## src/rtl/dbg_clk_hold.sv

```systemverilog
module dbg_clk_hold #(
  parameter int AW = 32,
  parameter int DW = 32,
  parameter logic [AW-1:0] HOLD_ADDR = 'h1C
) (
  input  logic          clk,
  input  logic          rst_n,
  input  logic          bp_hit,
  input  logic          wr_en,
  input  logic [AW-1:0] wr_addr,
  input  logic [DW-1:0] wr_data,
  input  logic          insn_done,
  input  logic          dp_restart,
  output logic          core_clk_en,
  output logic          fg_mode,
  output logic [1:0]    halt_cause
);

  typedef enum logic [1:0] {ST_RUN, ST_PEND, ST_HALT} st_t;

  st_t        st, st_n;
  logic [1:0] cause, cause_n;
  logic       sw_req;
  logic [1:0] req;

  assign sw_req = wr_en && (wr_addr == HOLD_ADDR) && wr_data[0];
  assign req    = {sw_req, bp_hit};

  always_comb begin
    st_n    = st;
    cause_n = cause | req;
    case (st)
      ST_RUN:  if (|req) st_n = insn_done ? ST_HALT : ST_PEND;
      ST_PEND: if (insn_done) st_n = ST_HALT;
      ST_HALT: if (dp_restart) begin
        if (|req) cause_n = req;
        else begin
          st_n    = ST_RUN;
          cause_n = 2'b00;
        end
      end
      default: st_n = ST_RUN;
    endcase
  end

  always_ff @(posedge clk or negedge rst_n) begin
    if (!rst_n) begin
      st    <= ST_RUN;
      cause <= 2'b00;
    end else begin
      st    <= st_n;
      cause <= cause_n;
    end
  end

  assign fg_mode     = (st == ST_HALT);
  assign core_clk_en = !fg_mode;
  assign halt_cause  = cause;


  no_early_halt_chk: assert property (@(posedge clk) disable iff (!rst_n)
    (!fg_mode && !insn_done) |=> !fg_mode);


  pend_halt_chk: assert property (@(posedge clk) disable iff (!rst_n)
    (st == ST_PEND && insn_done) |=> fg_mode);


  same_cycle_halt_chk: assert property (@(posedge clk) disable iff (!rst_n)
    (!fg_mode && (bp_hit || sw_req) && insn_done) |=> fg_mode);


  cause_set_chk: assert property (@(posedge clk) disable iff (!rst_n)
    fg_mode |-> (halt_cause != 2'b00));


  restart_clear_chk: assert property (@(posedge clk) disable iff (!rst_n)
    (fg_mode && dp_restart && !bp_hit && !sw_req) |=> (!fg_mode && halt_cause == 2'b00));


  restart_ignore_chk: assert property (@(posedge clk) disable iff (!rst_n)
    (!fg_mode && dp_restart && !insn_done) |=> !fg_mode);


  req_wins_chk: assert property (@(posedge clk) disable iff (!rst_n)
    (fg_mode && dp_restart && (bp_hit || sw_req)) |=> fg_mode);

endmodule

```

## config.mk

```make
export PLATFORM = sky130hd
export DESIGN_NAME = dbg_clk_hold
export DESIGN_NICKNAME = d
export VERILOG_FILES = /design/src/rtl/dbg_clk_hold.sv
export SDC_FILE = /design/constraint.sdc
export NUM_CORES = 1
export LEC_CHECK = 0
export CORE_MARGIN = 5
export CORE_UTILIZATION = 14
export CTS_BUF_LIST = sky130_fd_sc_hd__clkbuf_4
export DETAILED_ROUTE_END_ITERATION = 10
export HOLD_SLACK_MARGIN = 0.06
export PLACE_DENSITY = 0.75
export SYNTH_ARGS = -nofsm -noshare
export SYNTH_HDL_FRONTEND = slang
export SYNTH_SLANG_ARGS = --single-unit
```

## constraint.sdc

```tcl
create_clock -name clk -period 0.9 [get_ports clk]
set_input_delay 0.225 -clock clk [delete_from_list [all_inputs] [get_ports clk]]
set_output_delay 0.225 -clock clk [all_outputs]
set_load 0.05 [all_outputs]
```

==> flow_summary.json <==
{
  "reg2reg_to": "st[1]",
  "setup_viol": 8,
  "mostFrequentLayoutCell": "buf_2",
  "antenna_found_initial": 0,
  "clock_latency_ns": 0.24,
  "fillers": 215,
  "crit_path_max_incr_delay_ns": 0.42,
  "core_area_um2": 1962,
  "cts_tree": "done",
  "ys_seq_area_frac": 0.3463,
  "max-slew-margin-rel": 0.8545,
  "gp_congestion": 0.6604,
  "grt_max_degree": 6,
  "drt-initial-drc-count": 1,
  "finalNonFillerCells": 111,
  "cts.sink_count": 4,
  "drc": 0,
  "cts_htree_levels": 1,
  "synth.avg_cell_area_um2": 9.032,
  "totalWireLength_mm": 1.277,
  "clk_path_buf_depth": 2,
  "fp.dieH_um": 55.44,
  "fin_crit_ns": 1.248,
  "worst_pin_slew_ns": 0.2160,
  "vdd_drop_max_mv": 0.7116,
  "cts_hold_buffers": 0,
  "pre_cts_ws_ns": -0.8104,
  "die_area_um2": 3073,
  "start_kind": "flop",
  "wl_per_cell_um": 11.50,
  "grt_overflow": 0,
  "worst_slack_ns": -0.3484,
  "crit_start": "st[1]",
  "place_hpwl_mm": 1.030,
  "synth_nets": 102,
  "endpoint": "fg_mode",
  "crit_arrival_ns": 1.02,
  "setup_tns_ns": -1.549,
  "crit_type": "flop to primary output",
  "synth.ff_latch_count": 4,
  "hold_class": "primary input to async pin",
  "whs_ns": 0.1873,
  "nNetsFinal": 155,
  "cts_root_buf": "clkbuf_4",
  "r2r_setup_slack_ns": -0.12,
  "grt_pass1_wl_mm": 1.959,
  "p_leak_nw": 0.3838,
  "status": "finished with violations",
  "most-common-layout-cells": "buf_2 (15), buf_6 (9), clkdlybuf4s15_1 (8), buf_4 (5)",
  "fin_worst_skew_ns": 0.01044,
  "dp_cells": 103,
  "power_density_nw_per_um2": 1307,
  "io_buffers": 42,
  "via_count": 462,
  "rsz0062_at_grt": "yes",
  "crit_path_top_delay_cell": "dfrtp_2",
  "clkTransAtPathRegs_ns": 0.04,
  "die_w_um": 55.44,
  "syn_inst": 32,
  "ys_warn_count": 0,
  "first_global_vias": 477,
  "worstSetupEndpointType": "primary output",
  "area_growth_pct": 207.4,
  "antenna_left": 0,
  "netlist_area_um2": 289.0,
  "vias_per_cell": 4.162,
  "post-route-period-util": 1.387,
  "required_ns": 0.67,
  "r2r_cells": 5,
  "fmax_mhz": 801.0,
  "numCtsBuffers": 3,
  "report.final.slew_viol_count": 0,
  "finalHoldViolations": 0,
  "n_antenna_cell": 0,
  "cap_viol_max_count": 0,
  "drive_above_1_share": 0.6548,
  "core.rowCount": 16,
  "grt_usage": 0.07921,
  "drt_first_pass_iters": 3,
  "path_cells": "nand2b_4 -> clkinvlp_4 -> buf_12",
  "num_io_pins": 74,
  "initial_core_util": 0.1473,
  "path_max_fanout": 2,
  "violations": "setup timing",
  "synth.distinct_cells": 17,
  "r2r_start": "st[0]"
}
[metal layers]
| layer | vias up | global-route usage | routed length [um] |
|---|---|---|---|
| met5 | - | 0 | 0 |
| met4 | 0 | 0.05208 | 14 |
| met3 | 2 | 0.02564 | 168 |
| met2 | 39 | 0.1216 | 564 |
| met1 | 195 | 0.09331 | 530 |
| li1 | 226 | - | - |
[synthesized netlist by cell type]
library cell | number | share of area
nor4_1 | 4 | 0.087
nor2_1 | 1 | 0.013
nand4_1 | 1 | 0.022
nor4b_2 | 3 | 0.16
or3_4 | 1 | 0.039
nor3b_1 | 1 | 0.026
a211oi_2 | 1 | 0.043
dfrtp_1 | 4 | 0.35
nor4b_1 | 1 | 0.030
nand2b_1 | 1 | 0.022
o21ai_0 | 1 | 0.017
nand3_1 | 1 | 0.017
o21ai_1 | 1 | 0.017
inv_1 | 2 | 0.026
nand3b_1 | 1 | 0.026
a21oi_1 | 2 | 0.035
nand2_1 | 6 | 0.078
[area by class of cell]
class | instances | area, um^2 | area share
Clock buffer | 4 | 30.03 | 0.03380
Inverter | 2 | 11.26 | 0.01268
Multi-Input combinational cell | 26 | 275.3 | 0.3099
Sequential cell | 4 | 101.3 | 0.1141
Tap cell | 27 | 33.78 | 0.03803
Timing Repair Buffer | 48 | 436.7 | 0.4915
[critical path: cells and delay by family, from the launching register on]
kind	cells	cell delay [ns]
simple gates	1	0.10
buf+inv	2	0.26
flops	1	0.42
[report_power, final]
group	switching, W	internal [W]	leakage, nW
Combinational	0.000295	0.000351	0.318
Clock	0.0000823	0.000197	0.0184
Sequential	0.0000259	0.000210	0.0479
[worst min path at each step]
stage	from	to	slack, ns
after floorplan	rst_n	halt_cause[0]	-0.07
after global placement	rst_n	halt_cause[0]	0.44
after detailed placement	rst_n	halt_cause[0]	0.45
after CTS	rst_n	st[0]	0.19
after global routing	rst_n	st[0]	0.19
final	rst_n	st[0]	0.19
[kinds of logic (layout without fill, tap and decap cells)]
kind of cell	Yosys count	in the layout	share of synthesized area
AOI/OAI and AO/OA	5	5	0.1125
buffers and inverters	2	54	0.02598
DFF	4	4	0.3463
and+or+nand+nor	21	21	0.5151
[registers in the layout (all words and copies together) (netlist names)]
name	count
st	2
halt_cause	2
[timing repair]
item / in CTS / in global routing
pin swaps: 15 / 8
gates resized for setup: 110 / 11
setup endpoints to repair: 8 / 8
buffers inserted: 3 / 1
[metrics by stage]
step / power (W) / util / cell area (um^2)
2_1_floorplan: 0.0004739 / - / 322.8
3_3_place_gp: 0.0008446 / 0.4241 / 832.0
3_5_place_dp: 0.0008583 / 0.4241 / 832.0
4_1_cts: 0.001146 / 0.4292 / 842.1
5_1_grt: 0.001223 / 0.4528 / 888.4
6_report: 0.001161 / 0.4528 / 888.4
Power figures use the tool's default switching activity.
